--- config.mk ---
export PLATFORM = sky130hd
export DESIGN_NAME = ddr_cmd_monitor
export DESIGN_NICKNAME = d
export VERILOG_FILES = /design/src/rtl/ddr_cmd_pkg.sv /design/src/rtl/ddr_cmd_decode.sv /design/src/rtl/ddr_pwr_fsm.sv /design/src/rtl/ddr_bank_track.sv /design/src/rtl/ddr_cmd_monitor.sv
export SDC_FILE = /design/constraint.sdc
export NUM_CORES = 1
export LEC_CHECK = 0
export ABC_AREA = 1
export BUFFER_PORTS_ARGS = -buffer_cell sky130_fd_sc_hd__buf_4
export CAP_MARGIN = 20
export CORE_MARGIN = 2
export CORE_UTILIZATION = 40
export DETAILED_ROUTE_END_ITERATION = 8
export PLACE_DENSITY = 0.66
export SLEW_MARGIN = 15
export SYNTH_ARGS = -nofsm -noshare
export SYNTH_HDL_FRONTEND = slang
export SYNTH_SLANG_ARGS = --single-unit
--- constraint.sdc ---
create_clock -name clk -period 2.2 [get_ports clk]
set_input_delay 0.33 -clock clk [delete_from_list [all_inputs] [get_ports clk]]
set_output_delay 0.33 -clock clk [all_outputs]
set_load 0.1 [all_outputs]
--- src/rtl/ddr_cmd_pkg.sv ---
package ddr_cmd_pkg;

    localparam int NBANK    = 4;
    localparam int BA_W     = 2;
    localparam int BLF_W    = 3;
    localparam int BCNT_W   = 3;

    typedef enum logic [4:0] {
        CMD_DESEL      = 5'd0,
        CMD_NOP        = 5'd1,
        CMD_MRS        = 5'd2,
        CMD_EMRS       = 5'd3,
        CMD_REF        = 5'd4,
        CMD_SREF_IN    = 5'd5,
        CMD_SREF_OUT   = 5'd6,
        CMD_ACT        = 5'd7,
        CMD_RD         = 5'd8,
        CMD_RDA        = 5'd9,
        CMD_WR         = 5'd10,
        CMD_WRA        = 5'd11,
        CMD_BST        = 5'd12,
        CMD_PRE        = 5'd13,
        CMD_PREA       = 5'd14,
        CMD_PDN_PRE_IN = 5'd15,
        CMD_PDN_ACT_IN = 5'd16,
        CMD_PDN_OUT    = 5'd17,
        CMD_IDLE_LOW   = 5'd18
    } cmd_e;

    typedef enum logic [2:0] {
        V_NONE      = 3'd0,
        V_NOT_IDLE  = 3'd1,
        V_LOCKOUT   = 3'd2,
        V_AP_BURST  = 3'd3,
        V_BANK_IDLE = 3'd4,
        V_BANK_OPEN = 3'd5
    } viol_e;

    typedef enum logic [2:0] {
        ST_RUN,
        ST_LOCK,
        ST_PDN_PRE,
        ST_PDN_ACT,
        ST_SREF
    } pwr_e;

    // bank_addr {hi,lo} -> bank index: 00->0, 10->1, 01->2, 11->3
    function automatic logic [BA_W-1:0] bank_idx(input logic [BA_W-1:0] ba);
        return {ba[0], ba[1]};
    endfunction

endpackage

--- src/rtl/ddr_cmd_decode.sv ---
module ddr_cmd_decode
    import ddr_cmd_pkg::*;
(
    input  logic clk_en_q,
    input  logic clk_en,
    input  logic sel_n,
    input  logic row_stb_n,
    input  logic col_stb_n,
    input  logic wr_stb_n,
    input  logic ba_lo,
    input  logic ap_flag,
    input  logic all_idle,
    input  pwr_e state,
    output cmd_e cmd
);

    logic is_ref_code;
    assign is_ref_code = !sel_n && !row_stb_n && !col_stb_n && wr_stb_n;

    always_comb begin
        cmd = CMD_NOP;
        if (!clk_en_q) begin
            if (!clk_en)
                cmd = CMD_IDLE_LOW;
            else if (state == ST_SREF)
                cmd = CMD_SREF_OUT;
            else if (state == ST_PDN_PRE || state == ST_PDN_ACT)
                cmd = CMD_PDN_OUT;
            else
                cmd = CMD_NOP;
        end else if (!clk_en) begin
            if (is_ref_code)
                cmd = CMD_SREF_IN;
            else if (all_idle)
                cmd = CMD_PDN_PRE_IN;
            else
                cmd = CMD_PDN_ACT_IN;
        end else if (sel_n) begin
            cmd = CMD_DESEL;
        end else begin
            unique case ({row_stb_n, col_stb_n, wr_stb_n})
                3'b000: cmd = ba_lo ? CMD_EMRS : CMD_MRS;
                3'b001: cmd = CMD_REF;
                3'b011: cmd = CMD_ACT;
                3'b101: cmd = ap_flag ? CMD_RDA : CMD_RD;
                3'b100: cmd = ap_flag ? CMD_WRA : CMD_WR;
                3'b110: cmd = CMD_BST;
                3'b010: cmd = ap_flag ? CMD_PREA : CMD_PRE;
                3'b111: cmd = CMD_NOP;
            endcase
        end
    end

endmodule

--- src/rtl/ddr_pwr_fsm.sv ---
module ddr_pwr_fsm
    import ddr_cmd_pkg::*;
#(
    parameter int LOCK_CLKS = 2
) (
    input  logic clk,
    input  logic rst_n,
    input  cmd_e cmd,
    input  logic accepted,
    output pwr_e state
);

    localparam int CW = $clog2(LOCK_CLKS + 1);

    pwr_e          state_q;
    pwr_e          state_d;
    logic [CW-1:0] lock_cnt_q;

    always_comb begin
        state_d = state_q;
        unique case (state_q)
            ST_RUN: begin
                if (accepted) begin
                    case (cmd)
                        CMD_MRS, CMD_EMRS: state_d = ST_LOCK;
                        CMD_SREF_IN:       state_d = ST_SREF;
                        CMD_PDN_PRE_IN:    state_d = ST_PDN_PRE;
                        CMD_PDN_ACT_IN:    state_d = ST_PDN_ACT;
                        default:           state_d = ST_RUN;
                    endcase
                end
            end
            ST_LOCK: begin
                if (lock_cnt_q == '0)
                    state_d = ST_RUN;
            end
            ST_PDN_PRE, ST_PDN_ACT: begin
                if (cmd == CMD_PDN_OUT)
                    state_d = ST_RUN;
            end
            ST_SREF: begin
                if (cmd == CMD_SREF_OUT)
                    state_d = ST_RUN;
            end
            default: state_d = ST_RUN;
        endcase
    end

    always_ff @(posedge clk or negedge rst_n) begin
        if (!rst_n) begin
            state_q    <= ST_RUN;
            lock_cnt_q <= '0;
        end else begin
            state_q <= state_d;
            if (state_d == ST_LOCK && state_q != ST_LOCK)
                lock_cnt_q <= CW'(LOCK_CLKS - 1);
            else if (state_q == ST_LOCK && lock_cnt_q != '0)
                lock_cnt_q <= lock_cnt_q - 1'b1;
        end
    end

    assign state = state_q;

endmodule

--- src/rtl/ddr_bank_track.sv ---
module ddr_bank_track #(
    parameter int NB    = 4,
    parameter int CNT_W = 3
) (
    input  logic             clk,
    input  logic             rst_n,
    input  logic [NB-1:0]    open_vec,
    input  logic [NB-1:0]    close_vec,
    input  logic             ap_start,
    input  logic [NB-1:0]    ap_vec,
    input  logic [CNT_W-1:0] ap_clks,
    output logic [NB-1:0]    active,
    output logic             ap_busy
);

    logic [NB-1:0]    active_q;
    logic [NB-1:0]    ap_bank_q;
    logic [CNT_W-1:0] cnt_q;
    logic             busy_q;
    logic             done;
    logic             cut;

    assign done = busy_q && (cnt_q == '0);
    assign cut  = busy_q && |(close_vec & ap_bank_q);

    for (genvar i = 0; i < NB; i++) begin : g_bank
        always_ff @(posedge clk or negedge rst_n) begin
            if (!rst_n)
                active_q[i] <= 1'b0;
            else
                active_q[i] <= (active_q[i] & ~(close_vec[i] | (done & ap_bank_q[i])))
                             | open_vec[i];
        end
    end

    always_ff @(posedge clk or negedge rst_n) begin
        if (!rst_n) begin
            busy_q    <= 1'b0;
            cnt_q     <= '0;
            ap_bank_q <= '0;
        end else if (ap_start) begin
            busy_q    <= 1'b1;
            cnt_q     <= ap_clks - 1'b1;
            ap_bank_q <= ap_vec;
        end else if (cut || done) begin
            busy_q    <= 1'b0;
        end else if (busy_q) begin
            cnt_q     <= cnt_q - 1'b1;
        end
    end

    assign active  = active_q;
    assign ap_busy = busy_q;

endmodule

--- src/rtl/ddr_cmd_monitor.sv ---
module ddr_cmd_monitor
    import ddr_cmd_pkg::*;
#(
    parameter int LOCK_CLKS = 2
) (
    input  logic       clk,
    input  logic       rst_n,
    input  logic       clk_en,
    input  logic       sel_n,
    input  logic       row_stb_n,
    input  logic       col_stb_n,
    input  logic       wr_stb_n,
    input  logic [1:0] bank_addr,
    input  logic       ap_flag,
    input  logic [2:0] op_lo,
    output logic [4:0] cmd_o,
    output logic [3:0] bank_o,
    output logic [2:0] viol_o
);

    logic              clk_en_q;
    logic [BLF_W-1:0]  bl_code_q;
    logic [BCNT_W-1:0] half_len;
    logic [NBANK-1:0]  active;
    logic [NBANK-1:0]  sel_vec;
    logic [NBANK-1:0]  open_vec;
    logic [NBANK-1:0]  close_vec;
    logic [NBANK-1:0]  bank_d;
    logic              ap_busy;
    logic              all_idle;
    logic              accepted;
    logic              ap_start;
    logic [BA_W-1:0]   idx;
    cmd_e              cmd;
    viol_e             viol;
    pwr_e              state;

    assign idx      = bank_idx(bank_addr);
    assign sel_vec  = NBANK'(1) << idx;
    assign all_idle = (active == '0);

    ddr_cmd_decode u_dec (
        .clk_en_q  (clk_en_q),
        .clk_en    (clk_en),
        .sel_n     (sel_n),
        .row_stb_n (row_stb_n),
        .col_stb_n (col_stb_n),
        .wr_stb_n  (wr_stb_n),
        .ba_lo     (bank_addr[0]),
        .ap_flag   (ap_flag),
        .all_idle  (all_idle),
        .state     (state),
        .cmd       (cmd)
    );

    ddr_pwr_fsm #(.LOCK_CLKS(LOCK_CLKS)) u_fsm (
        .clk      (clk),
        .rst_n    (rst_n),
        .cmd      (cmd),
        .accepted (accepted),
        .state    (state)
    );

    // rule check
    always_comb begin
        viol = V_NONE;
        if (state == ST_LOCK && !(cmd inside {CMD_NOP, CMD_DESEL})) begin
            viol = V_LOCKOUT;
        end else begin
            case (cmd)
                CMD_MRS, CMD_EMRS, CMD_REF, CMD_SREF_IN: begin
                    if (!all_idle) viol = V_NOT_IDLE;
                end
                CMD_RD, CMD_RDA, CMD_WR, CMD_WRA: begin
                    if (ap_busy)           viol = V_AP_BURST;
                    else if (!active[idx]) viol = V_BANK_IDLE;
                end
                CMD_ACT: begin
                    if (active[idx]) viol = V_BANK_OPEN;
                end
                default: viol = V_NONE;
            endcase
        end
    end

    assign accepted  = (viol == V_NONE);
    assign open_vec  = (accepted && cmd == CMD_ACT) ? sel_vec : '0;
    assign close_vec = !accepted            ? '0 :
                       (cmd == CMD_PRE)     ? sel_vec :
                       (cmd == CMD_PREA)    ? '1 : '0;
    assign ap_start  = accepted && (cmd == CMD_RDA || cmd == CMD_WRA);

    always_comb begin
        case (bl_code_q)
            3'd2:    half_len = BCNT_W'(2);
            3'd3:    half_len = BCNT_W'(4);
            default: half_len = BCNT_W'(1);
        endcase
    end

    ddr_bank_track #(.NB(NBANK), .CNT_W(BCNT_W)) u_banks (
        .clk       (clk),
        .rst_n     (rst_n),
        .open_vec  (open_vec),
        .close_vec (close_vec),
        .ap_start  (ap_start),
        .ap_vec    (sel_vec),
        .ap_clks   (half_len),
        .active    (active),
        .ap_busy   (ap_busy)
    );

    always_comb begin
        case (cmd)
            CMD_ACT, CMD_RD, CMD_RDA, CMD_WR, CMD_WRA, CMD_PRE: bank_d = sel_vec;
            CMD_PREA: bank_d = '1;
            default:  bank_d = '0;
        endcase
    end

    always_ff @(posedge clk or negedge rst_n) begin
        if (!rst_n) begin
            clk_en_q  <= 1'b1;
            bl_code_q <= BLF_W'(1);
        end else begin
            clk_en_q <= clk_en;
            if (accepted && cmd == CMD_MRS && op_lo inside {3'd1, 3'd2, 3'd3})
                bl_code_q <= op_lo;
        end
    end

    always_ff @(posedge clk or negedge rst_n) begin
        if (!rst_n) begin
            cmd_o  <= '0;
            bank_o <= '0;
            viol_o <= '0;
        end else begin
            cmd_o  <= cmd;
            bank_o <= bank_d;
            viol_o <= viol;
        end
    end

endmodule

==> flow_summary.ini <==
[placement]
hpwlAfterDp_um = 3621
portBuffers = 24
post-place-ws_ns = -0.3021
dpl_cell_area_mm2 = 0.002653
place_congestion = 0.8259

[yosys]
syn_avg_cell_area_um2 = 7.484
async_flop_share_pct = 100.0
synthesis.nets = 282
syn_area_mm2 = 0.001998
synth.distinct_cells = 33
synth-main-ff-cell = dfrtp_1
synth_top_cell_area_share_pct = 38.82
synth_area_leaders = dfrtp_1, nand2_1, inv_1
synth_top_area_cell = dfrtp_1
synth_most_common_cell = nand2_1
seq_area_frac_synth_pct = 41.45
synth_edf_count = 0
synthTopCellsByCount = nand2_1, inv_1, dfrtp_1
ys_ff_latch = 33
ys.warnings.count = 0
synthCells = 267

[finish]
stdcell_area_mm2 = 0.003120
area_delta_synth_final_pct = 56.17
num_antenna_cells = 0
drive_gt1_share_pct = 50.81
fin_nets = 386
n_fill_cell = 377

[clock_network]
h-tree-depth = 2
cts_tree = built
clk_latency_ns = 0.28
cts_root_buf = clkbuf_8
clock_sinks = 33
cts_buffers = 5
path_clk_slew_ns = 0.07
clockBufferDepth = 2

[grt]
grt_pass1_wl_um = 9080
grt_use_total_pct = 21.19
antenna_found_initial = 0
grt_max_degree = 34
grt_pass1_vias = 2092
grt-ovfl-total = 0

[sta]
fmax_ghz = 0.4000
worst_pin_slew_ns = 0.6566
finalMaxSlewViolations = 0
period_share_pct = 113.6
grt_setup_unrepaired = yes
slew_headroom_pct = 55.82
fin_hold_ws_ns = 0.2992
fin_crit_ns = 2.500
hold_viol = 0
setup_viol = 15
finalClockSkew_ns = 0.003371
fin_ws_ns = -0.2998

[setup_path]
start_kind = flop
cp-startpoint = u_banks.active[2]$_DFF_PN0_
worstPathRequired_ns = 2.38
r2r-start = u_banks.active[2]$_DFF_PN0_
critical_path_class = flop to flop
critical_path_arrival_ns = 2.68
reg2reg_to = u_banks.cnt_q[1]$_DFFE_PN0P_
path_buf_inv = 3
crit_path_end = u_banks.cnt_q[1]$_DFFE_PN0P_
end_kind = flop
crit_family = simple AND/OR/NAND/NOR gates
worst_r2r_path_depth = 20
cp_cell_sequence = nor2_4, nand2_2, nor2_2, nor2_2, nor2_4, nor2_4, nand3_2, nand2_2, nand2_2, nand4_1, nor2_4, nand2_2, inv_2, nand2_4, o21ai_2, inv_2, ha_4, inv_2, nand2_1, nand2_1
crit_fanout = 3
crit_cells = 20
cpMaxStageDelayCell = dfrtp_1
r2r_slack_ns = -0.30
slowest_delay_ns = 0.41

[power]
switching_share_pct = 47.61
power_leakage_nw = 1.659
irDropWorstVdd_mv = 0.6829
p_comb_share_pct = 64.5
power_frac_seq_pct = 23.3
power_density_mw_per_mm2 = 1346
total_power_mw = 4.199
p_int_mw = 2.200
power.switching_mw = 1.999
clockPowerShare_pct = 12.2

[detailed_routing]
drtPass1Iterations = 4
drc_errors = 0
drtIter0Drc = 127
vias_per_cell = 4.882
wl_per_cell_um = 12.85
vias = 2143
drt-total-wl_um = 5641
postRouteAntennaNets = 0

[floorplan]
die_h_um = 74.68
die_w_um = 74.68
core_area_mm2 = 0.004786
io_pins = 25
initial_core_util_pct = 41.75
num_rows = 25
dieArea_mm2 = 0.005577

[flow_run]
max_cap_viol_count = 0

[hold_path]
hp-start = op_lo[0]
min_path_type = input port to flop

[status]
violations = setup timing
status = finished, violations left
==> power by group through the flow <==
stage	Combinational, mW	Sequential, mW	Clock, mW
floorplan	1.01	1.41	0
global placement	2.15	0.965	0
detailed placement	2.18	0.967	0
CTS	2.46	0.962	0.529
global route	2.91	1.01	0.551
finish	2.71	0.978	0.512
==> timing repair <==
action / in CTS / in global routing
buffers inserted: 18 / 9
hold buffers: 1 / 0
endpoints found under the setup margin: 11 / 21
pin swaps: 18 / 21
gates resized for setup: 21 / 31
endpoints found under the hold margin: 28 / 0
==> flip-flops by register name, indices dropped and copies added (netlist names), 2 cells and up <==
signal,flops
viol_o,3
u_fsm.lock_cnt_q,2
cmd_o,5
u_fsm.state,3
bank_o,4
u_banks.ap_bank_q,4
bl_code_q,3
u_banks.active,4
u_banks.cnt_q,3
==> cell families after synthesis <==
kind of cell    synth area share [%]
simple gates                   37.51
compound gates                 10.39
flops                          41.45
fa+ha+maj                      1.252
buf+inv                        8.954
xor+xnor                      0.4384
==> area by class of cell <==
cell class	count	area (um^2)	area share [%]
Clock buffer	7	96.34	3.087
Clock inverter	1	5.005	0.1604
Inverter	43	177.7	5.694
Multi-Input combinational cell	189	1157	37.09
Sequential cell	33	828.3	26.54
Tap cell	67	83.83	2.686
Timing Repair Buffer	99	772.0	24.74
==> layout by cell type (no fill, tap or decap), drive strengths merged <==
master / n
dfrtp: 31
nand3: 25
nand3b: 1
ha: 2
dfstp: 2
a32oi: 1
nor3: 4
a21boi: 1
nand4: 3
buf: 98
inv: 42
o21ai: 22
a21oi: 5
nor4: 2
o21bai: 1
nand2: 85
nor2: 30
a22oi: 2
clkinv: 2
o211ai: 3
nor3b: 1
clkbuf: 7
dlygate4sd3: 1
xor2: 1
==> through the flow <==
step	setup TNS, ns	cells	util, %
floorplan	-0.1049	267	-
global route	-4.651	439	65.20
CTS	-1.013	431	61.91
finish	-2.100	439	65.20
global placement	-1.701	404	55.42
detailed placement	-1.949	404	55.42
==> routing by layer <==
layer | routed length, um | global-route usage (%) | share of wire [%] | vias up
li1 | - | - | - | 1063
met1 | 2381 | 26.46 | 42 | 1037
met2 | 3030 | 37.95 | 54 | 37
met3 | 168 | 3.213 | 3.0 | 6
met4 | 61 | 6.151 | 1.1 | 0
met5 | 0 | 0 | 0 | -
==> how the worst min path moves through the flow <==
| stage | to | cells after the start |
|---|---|---|
| 5_1_grt | bl_code_q[0]$_DFFE_PN1P_ | 3 |
| 2_1_floorplan | bank_o[0]$_DFF_PN0_ | 0 |
| 3_5_place_dp | bank_o[2]$_DFF_PN0_ | 1 |
| 6_report | bl_code_q[0]$_DFFE_PN1P_ | 3 |
| 4_1_cts | bl_code_q[0]$_DFFE_PN1P_ | 3 |
| 3_3_place_gp | bank_o[2]$_DFF_PN0_ | 1 |
==> worst register-to-register path, cell delays in order, from the launching register on <==
cell and delay (ns):
dfrtp_1 0.41, nor2_4 0.15, nand2_2 0.09, nor2_2 0.10, nor2_2 0.05, nor2_4 0.20, nor2_4 0.06, nand3_2 0.08
nand2_2 0.07, nand2_2 0.09, nand4_1 0.16, nor2_4 0.15, nand2_2 0.08, inv_2 0.09, nand2_4 0.06, o21ai_2 0.14
inv_2 0.05, ha_4 0.25, inv_2 0.02, nand2_1 0.05, nand2_1 0.04
(Power assumes the default switching activity.)
